### config.mk
export PLATFORM = sky130hd
export DESIGN_NAME = rot_regif
export DESIGN_NICKNAME = d
export VERILOG_FILES = /design/src/rtl/rot_pkg.sv /design/src/rtl/rot_arg_collect.sv /design/src/rtl/rot_res_seq.sv /design/src/rtl/rot_engine_stub.sv /design/src/rtl/rot_regif.sv
export SDC_FILE = /design/constraint.sdc
export NUM_CORES = 1
export LEC_CHECK = 0
export BUFFER_PORTS_ARGS = -buffer_cell sky130_fd_sc_hd__buf_2
export CAP_MARGIN = 20
export CORE_ASPECT_RATIO = 1.5
export CORE_UTILIZATION = 50
export DETAILED_ROUTE_END_ITERATION = 8
export HOLD_SLACK_MARGIN = 0.08
export PLACE_DENSITY = 0.71
export SLEW_MARGIN = 20
export SYNTH_ARGS = -nofsm -noshare
export SYNTH_HDL_FRONTEND = slang
export SYNTH_SLANG_ARGS = --single-unit
### constraint.sdc
create_clock -name clk_i -period 4.29 [get_ports clk_i]
set_input_delay 0.2145 -clock clk_i [delete_from_list [all_inputs] [get_ports clk_i]]
set_output_delay 0.2145 -clock clk_i [all_outputs]
set_load 0.02 [all_outputs]
### src/rtl/rot_pkg.sv
`timescale 1ns/1ps
package rot_pkg;
  localparam int unsigned DW = 32;
  localparam int unsigned HW = DW / 2;

  typedef struct packed {
    logic [3:0] func;
    logic [3:0] prec;
    logic [2:0] scale;
    logic       ien;
    logic       drd_en;
    logic       dwr_en;
    logic       nres2;
    logic       nargs2;
    logic       res16;
    logic       arg16;
  } cfg_t;

  function automatic logic [DW-1:0] pack_cfg(cfg_t c, logic rdy);
    logic [DW-1:0] w;
    w        = '0;
    w[3:0]   = c.func;
    w[7:4]   = c.prec;
    w[10:8]  = c.scale;
    w[16]    = c.ien;
    w[17]    = c.drd_en;
    w[18]    = c.dwr_en;
    w[19]    = c.nres2;
    w[20]    = c.nargs2;
    w[21]    = c.res16;
    w[22]    = c.arg16;
    w[31]    = rdy;
    return w;
  endfunction
endpackage

### src/rtl/rot_arg_collect.sv
`timescale 1ns/1ps
module rot_arg_collect
  import rot_pkg::*;
(
  input  logic          clk_i,
  input  logic          rst_ni,
  input  logic          wr_i,
  input  logic [DW-1:0] wdata_i,
  input  logic          arg16_i,
  input  logic          nargs2_i,
  input  logic          clr_i,
  input  logic          launch_i,
  output logic          pend_o,
  output logic [DW-1:0] arg1_o,
  output logic [DW-1:0] arg2_o
);
  logic          wcnt_q, pend_q;
  logic [DW-1:0] a1_q, a2_q;
  logic          complete;

  assign complete = wr_i && (arg16_i || !nargs2_i || wcnt_q);

  always_ff @(posedge clk_i or negedge rst_ni) begin
    if (!rst_ni) begin
      wcnt_q <= 1'b0;
      pend_q <= 1'b0;
      a1_q   <= '0;
      a2_q   <= '0;
    end else begin
      if (clr_i) begin
        wcnt_q <= 1'b0;
      end else if (wr_i) begin
        if (arg16_i) begin
          a1_q   <= {wdata_i[HW-1:0], {HW{1'b0}}};
          a2_q   <= {wdata_i[DW-1:HW], {HW{1'b0}}};
          wcnt_q <= 1'b0;
        end else if (!nargs2_i) begin
          a1_q   <= wdata_i;
          a2_q   <= '0;
          wcnt_q <= 1'b0;
        end else if (!wcnt_q) begin
          a1_q   <= wdata_i;
          wcnt_q <= 1'b1;
        end else begin
          a2_q   <= wdata_i;
          wcnt_q <= 1'b0;
        end
      end
      // any write replaces a pending set; only a completing one re-arms it
      if (wr_i)          pend_q <= complete;
      else if (launch_i) pend_q <= 1'b0;
    end
  end

  assign pend_o = pend_q;
  assign arg1_o = a1_q;
  assign arg2_o = a2_q;


  launch_pend_chk: assert property (@(posedge clk_i) disable iff (!rst_ni)
    launch_i |-> pend_q);

  cnt_clear_chk: assert property (@(posedge clk_i) disable iff (!rst_ni)
    clr_i |=> !wcnt_q);
endmodule

### src/rtl/rot_res_seq.sv
`timescale 1ns/1ps
module rot_res_seq
  import rot_pkg::*;
(
  input  logic          clk_i,
  input  logic          rst_ni,
  input  logic          done_i,
  input  logic [DW-1:0] r1_i,
  input  logic [DW-1:0] r2_i,
  input  logic          rd_i,
  input  logic          clr_i,
  input  logic          res16_i,
  input  logic          nres2_i,
  output logic          ready_o,
  output logic [DW-1:0] word_o
);
  logic          ready_q, rcnt_q;
  logic [DW-1:0] r1_q, r2_q;
  logic          last_rd;

  assign last_rd = res16_i || !nres2_i || rcnt_q;

  always_ff @(posedge clk_i or negedge rst_ni) begin
    if (!rst_ni) begin
      ready_q <= 1'b0;
      rcnt_q  <= 1'b0;
      r1_q    <= '0;
      r2_q    <= '0;
    end else if (done_i) begin
      r1_q    <= r1_i;
      r2_q    <= r2_i;
      ready_q <= 1'b1;
      rcnt_q  <= 1'b0;
    end else if (clr_i) begin
      rcnt_q  <= 1'b0;
    end else if (rd_i && ready_q) begin
      if (last_rd) begin
        ready_q <= 1'b0;
        rcnt_q  <= 1'b0;
      end else begin
        rcnt_q  <= 1'b1;
      end
    end
  end

  always_comb begin
    if (res16_i)     word_o = {r2_q[DW-1:HW], r1_q[DW-1:HW]};
    else if (rcnt_q) word_o = r2_q;
    else             word_o = r1_q;
  end

  assign ready_o = ready_q;


  done_ready_chk: assert property (@(posedge clk_i) disable iff (!rst_ni)
    done_i |=> (ready_q && !rcnt_q));

  single_clear_chk: assert property (@(posedge clk_i) disable iff (!rst_ni)
    (rd_i && ready_q && !done_i && !clr_i && (res16_i || !nres2_i)) |=> !ready_q);
endmodule

### src/rtl/rot_engine_stub.sv
`timescale 1ns/1ps
module rot_engine_stub
  import rot_pkg::*;
#(
  parameter int unsigned LAT_BASE = 2  // must be at least 1
) (
  input  logic          clk_i,
  input  logic          rst_ni,
  input  logic          start_i,
  input  logic [DW-1:0] a1_i,
  input  logic [DW-1:0] a2_i,
  input  logic [3:0]    func_i,
  input  logic [3:0]    prec_i,
  input  logic [2:0]    scale_i,
  output logic          busy_o,
  output logic          done_o,
  output logic [DW-1:0] r1_o,
  output logic [DW-1:0] r2_o
);
  localparam int unsigned CW = $clog2(LAT_BASE + 16) + 1;

  logic          busy_q;
  logic [CW-1:0] cnt_q;
  logic [DW-1:0] r1_q, r2_q;

  always_ff @(posedge clk_i or negedge rst_ni) begin
    if (!rst_ni) begin
      busy_q <= 1'b0;
      cnt_q  <= '0;
      r1_q   <= '0;
      r2_q   <= '0;
    end else if (start_i) begin
      busy_q <= 1'b1;
      cnt_q  <= CW'(LAT_BASE) + CW'(prec_i);
      r1_q   <= a1_i + a2_i + DW'(func_i);
      r2_q   <= (a1_i - a2_i) >> scale_i;
    end else if (busy_q) begin
      if (cnt_q == CW'(1)) busy_q <= 1'b0;
      cnt_q <= cnt_q - CW'(1);
    end
  end

  assign busy_o = busy_q;
  assign done_o = busy_q && (cnt_q == CW'(1));
  assign r1_o   = r1_q;
  assign r2_o   = r2_q;
endmodule

### src/rtl/rot_regif.sv
`timescale 1ns/1ps
module rot_regif
  import rot_pkg::*;
#(
  parameter int unsigned AW       = 8,
  parameter int unsigned LAT_BASE = 2
) (
  input  logic          clk_i,
  input  logic          rst_ni,
  input  logic [AW-1:0] addr_i,
  input  logic          wr_i,
  input  logic          rd_i,
  input  logic [DW-1:0] wdata_i,
  output logic [DW-1:0] rdata_o,
  output logic          irq_o,
  output logic          dma_rd_req_o,
  output logic          dma_wr_req_o
);
  localparam logic [AW-1:0] OFS_CSR = AW'(0);
  localparam logic [AW-1:0] OFS_ARG = AW'(4);
  localparam logic [AW-1:0] OFS_RES = AW'(8);

  cfg_t          cfg_q;
  logic          wr_csr, wr_arg, rd_res;
  logic          pend, start, busy, done, ready;
  logic [DW-1:0] arg1, arg2, r1, r2, res_word;

  assign wr_csr = wr_i && (addr_i == OFS_CSR);
  assign wr_arg = wr_i && (addr_i == OFS_ARG);
  assign rd_res = rd_i && (addr_i == OFS_RES);

  always_ff @(posedge clk_i or negedge rst_ni) begin
    if (!rst_ni) begin
      cfg_q <= '0;
    end else if (wr_csr) begin
      cfg_q.func   <= wdata_i[3:0];
      cfg_q.prec   <= wdata_i[7:4];
      cfg_q.scale  <= wdata_i[10:8];
      cfg_q.ien    <= wdata_i[16];
      cfg_q.drd_en <= wdata_i[17];
      cfg_q.dwr_en <= wdata_i[18];
      cfg_q.nres2  <= wdata_i[19];
      cfg_q.nargs2 <= wdata_i[20];
      cfg_q.res16  <= wdata_i[21];
      cfg_q.arg16  <= wdata_i[22];
    end
  end

  rot_arg_collect u_args (
    .clk_i    (clk_i),
    .rst_ni   (rst_ni),
    .wr_i     (wr_arg),
    .wdata_i  (wdata_i),
    .arg16_i  (cfg_q.arg16),
    .nargs2_i (cfg_q.nargs2),
    .clr_i    (wr_csr),
    .launch_i (start),
    .pend_o   (pend),
    .arg1_o   (arg1),
    .arg2_o   (arg2)
  );

  // launch only into an idle engine with no unread results
  assign start = pend && !busy && !ready;

  rot_engine_stub #(.LAT_BASE(LAT_BASE)) u_eng (
    .clk_i   (clk_i),
    .rst_ni  (rst_ni),
    .start_i (start),
    .a1_i    (arg1),
    .a2_i    (arg2),
    .func_i  (cfg_q.func),
    .prec_i  (cfg_q.prec),
    .scale_i (cfg_q.scale),
    .busy_o  (busy),
    .done_o  (done),
    .r1_o    (r1),
    .r2_o    (r2)
  );

  rot_res_seq u_res (
    .clk_i   (clk_i),
    .rst_ni  (rst_ni),
    .done_i  (done),
    .r1_i    (r1),
    .r2_i    (r2),
    .rd_i    (rd_res),
    .clr_i   (wr_csr),
    .res16_i (cfg_q.res16),
    .nres2_i (cfg_q.nres2),
    .ready_o (ready),
    .word_o  (res_word)
  );

  always_comb begin
    rdata_o = '0;
    if (addr_i == OFS_CSR)      rdata_o = pack_cfg(cfg_q, ready);
    else if (addr_i == OFS_RES) rdata_o = res_word;
  end

  assign irq_o        = cfg_q.ien && ready;
  assign dma_rd_req_o = cfg_q.drd_en && ready;
  assign dma_wr_req_o = cfg_q.dwr_en && !pend;


  done_not_ready_chk: assert property (@(posedge clk_i) disable iff (!rst_ni)
    done |-> !ready);

  start_busy_chk: assert property (@(posedge clk_i) disable iff (!rst_ni)
    start |=> busy);
endmodule

==> results.md <==
Placement:
- The count of input and output buffers is 78.
- The final RePlAce weighted congestion is 0.946.
- The wire-length estimate of the detail-placed layout is 30500 um.

Floorplanning:
- The vertical extent of the die is 208 um.
- For this design the top-level I/O count stands at 79.
- The die footprint is 29100 um2.
- The core area is 28000 um2.
- For this configuration, the core starts out at a cell density of 50.8%.
- The die width is 140 um.
- In this run the core area contains 75 standard-cell rows.

STA:
- The worst-margin pin slew is 1.09 ns.
- The setup-violating endpoint count in the final report is 0.
- Based on the critical path, the design can be clocked at up to 0.266 GHz.
- Between clock sinks in the finished design, the worst skew comes to 0.00958 ns.
- The final hold violation count is 0.
- Setup repair after global routing left no endpoint under its margin.
- After layout, the worst path uses 87.5% of the clock period.
- The total count of max-transition violations in the final report is 0.
- Setup total negative slack on the finished layout was measured at 0 ns.
- Headroom to the max-slew limit came out at 27.3%.
- The worst path in the final design needs a cycle of 3.75 ns, including I/O delays and setup.

Clocking:
- Clock-pin slew was measured on the worst setup and hold paths at 0.06 ns.
- The buffer depth of the longest clock path is 3.
- TritonCTS built the clock tree.
- Counting every sink on the clock net gives 221.
- The H-tree depth is 1.
- Hold repair after CTS inserted 35 buffers.
- The number of setup buffers added after CTS is 0.
- The post-CTS resize count is 0.
- The later pin in the worst-skew pair is clocked with a latency of 0.52 ns.
- Buffers inserted during clock tree synthesis total 23.
- The clock root buffer master is sky130_fd_sc_hd__clkbuf_16.

Drt:
- For this block, the routed nets add up to 40400 um of wire.
- The residual DRC count is 0.
- The number of DRC markers in iteration 0 is 721.
- The number of optimization iterations in the first detailed-route pass is 5.
- The via count of the routed design is 11600.
- Once detail routing completed, the nets flagged for antenna violations numbered 0.
- In the final routed layout, each cell accounts on average for 20.4 um.
- Using the TritonRoute via totals, the vias-per-cell ratio works out to 5.88.

GRT:
- Global routing used 28.3% of the available tracks across all layers.
- Entering global routing, the biggest net connects 96 pins.
- The initial antenna violation count is 1.
- The number of global-route vias before repair is 11600.
- Summed over all layers, the global routing overflow is 0.
- The first global-routing pass estimated 63900 um of wire.

Worst setup path:
- The worst setup path is launched from a flip-flop.
- The number of cells on the worst reg-to-reg path is 14.
- The maximum fanout count along the critical path is 4.
- The worst setup path is captured at a flip-flop.
- The category of the critical setup timing path is flip-flop to flip-flop.
- The data required time at the worst endpoint is 4.66 ns.
- The data arrival time of the critical path is 4.12 ns.

Logic synthesis:
- The number of nets handed over by synthesis was 1679.
- Summed over its instances, the top area cell type makes up 39.0% of the synthesized netlist area.
- Yosys mapped the design onto 75 distinct sky130hd cell types.
- A synthesized cell averages 9.23 um2.
- The most common cell in the synthesized netlist is sky130_fd_sc_hd__nand2_1.
- Counting instances in the post-synthesis netlist gives the leading cell types as 239 x sky130_fd_sc_hd__nand2_1, 221 x sky130_fd_sc_hd__dfrtp_1, 152 x sky130_fd_sc_hd__o21ai_0.
- The synthesized instance count is 1538.
- The share of the Yosys chip area taken by registers is 39.0%.
- By area the synthesized netlist is led by sky130_fd_sc_hd__dfrtp_1 39%, sky130_fd_sc_hd__ha_1 8.0%, sky130_fd_sc_hd__mux2_2 7.1%.
- For this run, asynchronously set or reset flops after synthesis account for 100%.
- The most area-hungry cell type in the Yosys netlist is sky130_fd_sc_hd__dfrtp_1.
- Counting flops with a built-in enable in the synthesized netlist gives 0.
- The flip-flop and latch count after synthesis is 221.
- The most instantiated flip-flop cell in the synthesis netlist is sky130_fd_sc_hd__dfrtp_1.
- For this run, the number of Yosys warnings is 0.
- The cell area that synthesis handed to floorplanning was 14200 um2.

Cells and area:
- The number of nets in the final layout is 1759.
- The area overhead of the layout relative to synthesis is 13.4%.
- The utilization of the core after routing is 57.6%.
- The total inserted antenna cells is 0.
- The fraction of layout cells with a size suffix above 1 is 15.9%.

Run:
- The number of violations of the max-capacitance limit is 0.

Pwr:
- Summed over all cells, the static leakage comes to 7.82 nW.
- The power density normalized to cell area is 400 nW/um2.
- IR analysis of the VDD net gives a maximum drop of 0.312 mV.

Worst hold path:
- The cell count of the worst hold path is 3.
- The path class of the tightest hold or removal check is primary input to flip-flop.

Status:
- The run finished with clean final reports.
-- logic make-up after synthesis --
kind of cell	synth area share [%]
adders and majority gates	8.87
DFF	39.0
and+or+nand+nor	13.5
xor gates and xnor gates	4.13
muxes	12.7
AOI/OAI and AO/OA	17.6
buffers and inverters	4.26
-- where the power goes --
group / leakage, nW / switching, mW / internal, mW / total (mW)
logic: 4.41 / 0.909 / 0.772 / 1.68
clock network: 0.389 / 0.854 / 1.30 / 2.15
registers: 3.02 / 0.228 / 2.38 / 2.61
total: 7.82 / 1.99 / 4.45 / 6.44
-- layout make-up --
type | instances | area [um2]
fill | 2513 | 11900
timing repair buffer | 134 | 933
clock inverter | 11 | 169
inverter | 81 | 304
tap | 346 | 433
sequential | 221 | 5530
multi-input combinational | 1157 | 8090
clock buffer | 29 | 638
-- cells in the final DEF, fill, tap and decap left out, types with 13 or more instances in the layout --
master / Yosys / layout
sky130_fd_sc_hd__and2_1: 13 / 13
sky130_fd_sc_hd__a21o_1: 28 / 28
sky130_fd_sc_hd__dlygate4sd3_1: 0 / 35
sky130_fd_sc_hd__inv_1: 79 / 79
sky130_fd_sc_hd__xnor2_1: 49 / 49
sky130_fd_sc_hd__a21oi_1: 108 / 108
sky130_fd_sc_hd__nand2_1: 239 / 237
sky130_fd_sc_hd__xor2_1: 18 / 18
sky130_fd_sc_hd__o21ai_0: 152 / 151
sky130_fd_sc_hd__buf_4: 1 / 19
sky130_fd_sc_hd__nand2b_1: 31 / 30
sky130_fd_sc_hd__nor2_1: 73 / 73
sky130_fd_sc_hd__buf_2: 0 / 77
sky130_fd_sc_hd__mux2_2: 90 / 90
sky130_fd_sc_hd__nand3_1: 23 / 23
sky130_fd_sc_hd__dfrtp_1: 221 / 221
sky130_fd_sc_hd__clkbuf_16: 0 / 23
sky130_fd_sc_hd__mux2i_1: 52 / 52
sky130_fd_sc_hd__ha_1: 91 / 91
-- state kept, by name, indices dropped and copies added, names as in the netlist --
| signal | count |
|---|---|
| u_eng.r2_o | 32 |
| u_eng.r1_o | 32 |
| u_args.arg1_o | 32 |
| cfg_q | 18 |
| u_eng.busy_o | 1 |
| u_args.arg2_o | 32 |
| u_res.rcnt_q | 1 |
| u_args.pend_o | 1 |
| u_res.r1_q | 32 |
| u_args.wcnt_q | 1 |
| u_eng.cnt_q | 6 |
| u_res.ready_o | 1 |
| u_res.r2_q | 32 |
-- worst max-delay path, cell delays in order (launching register included) --
cell,delay (ns)
sky130_fd_sc_hd__dfrtp_1,0.41
sky130_fd_sc_hd__fa_1,0.48
sky130_fd_sc_hd__ha_1,0.23
sky130_fd_sc_hd__fa_1,0.48
sky130_fd_sc_hd__a211oi_1,0.26
sky130_fd_sc_hd__nor2_1,0.13
sky130_fd_sc_hd__a211oi_1,0.22
sky130_fd_sc_hd__buf_4,0.16
sky130_fd_sc_hd__nor2_1,0.07
sky130_fd_sc_hd__a31oi_1,0.35
sky130_fd_sc_hd__o2111ai_1,0.19
sky130_fd_sc_hd__o211ai_1,0.18
sky130_fd_sc_hd__o21ai_0,0.17
sky130_fd_sc_hd__xnor2_1,0.18
sky130_fd_sc_hd__o21ai_0,0.10
-- layer usage --
metal / up-vias / GRT usage, % / wire length (um)
met5: - / 0 / 0
met4: 0 / 11.0 / 1450
met3: 75 / 2.35 / 1590
met2: 298 / 50.4 / 20400
met1: 5721 / 35.5 / 16900
li1: 5538 / - / -
-- worst paths after layout --
kind,startpoint,to,slack [ns]
hold / removal,addr_i[3],u_args.pend_o,0.16
setup reg to reg,cfg_q[15],u_eng.r1_o[31],0.54
hold reg to reg,u_eng.r1_o[6],u_eng.r1_o[6],0.47
setup / recovery,cfg_q[15],u_eng.r1_o[31],0.54
min in group asynchronous,rst_ni,u_args.arg1_o[4],0.32
max in group asynchronous,rst_ni,u_res.r2_q[29],2.99
-- through the flow --
stage	hold WS [ns]	setup WS, ns	std cells	power (mW)	cell area [um2]
5_1_grt	0.224	0.345	1979	6.74	16100
4_1_cts	0.141	0.563	1979	6.46	16100
6_report	0.161	0.536	1979	6.44	16100
3_5_place_dp	0.305	0.567	1904	4.28	14900
3_3_place_gp	0.300	0.572	1904	4.23	14900
2_1_floorplan	-0.0811	0.998	1538	3.77	14200
(Power assumes the default switching activity.)
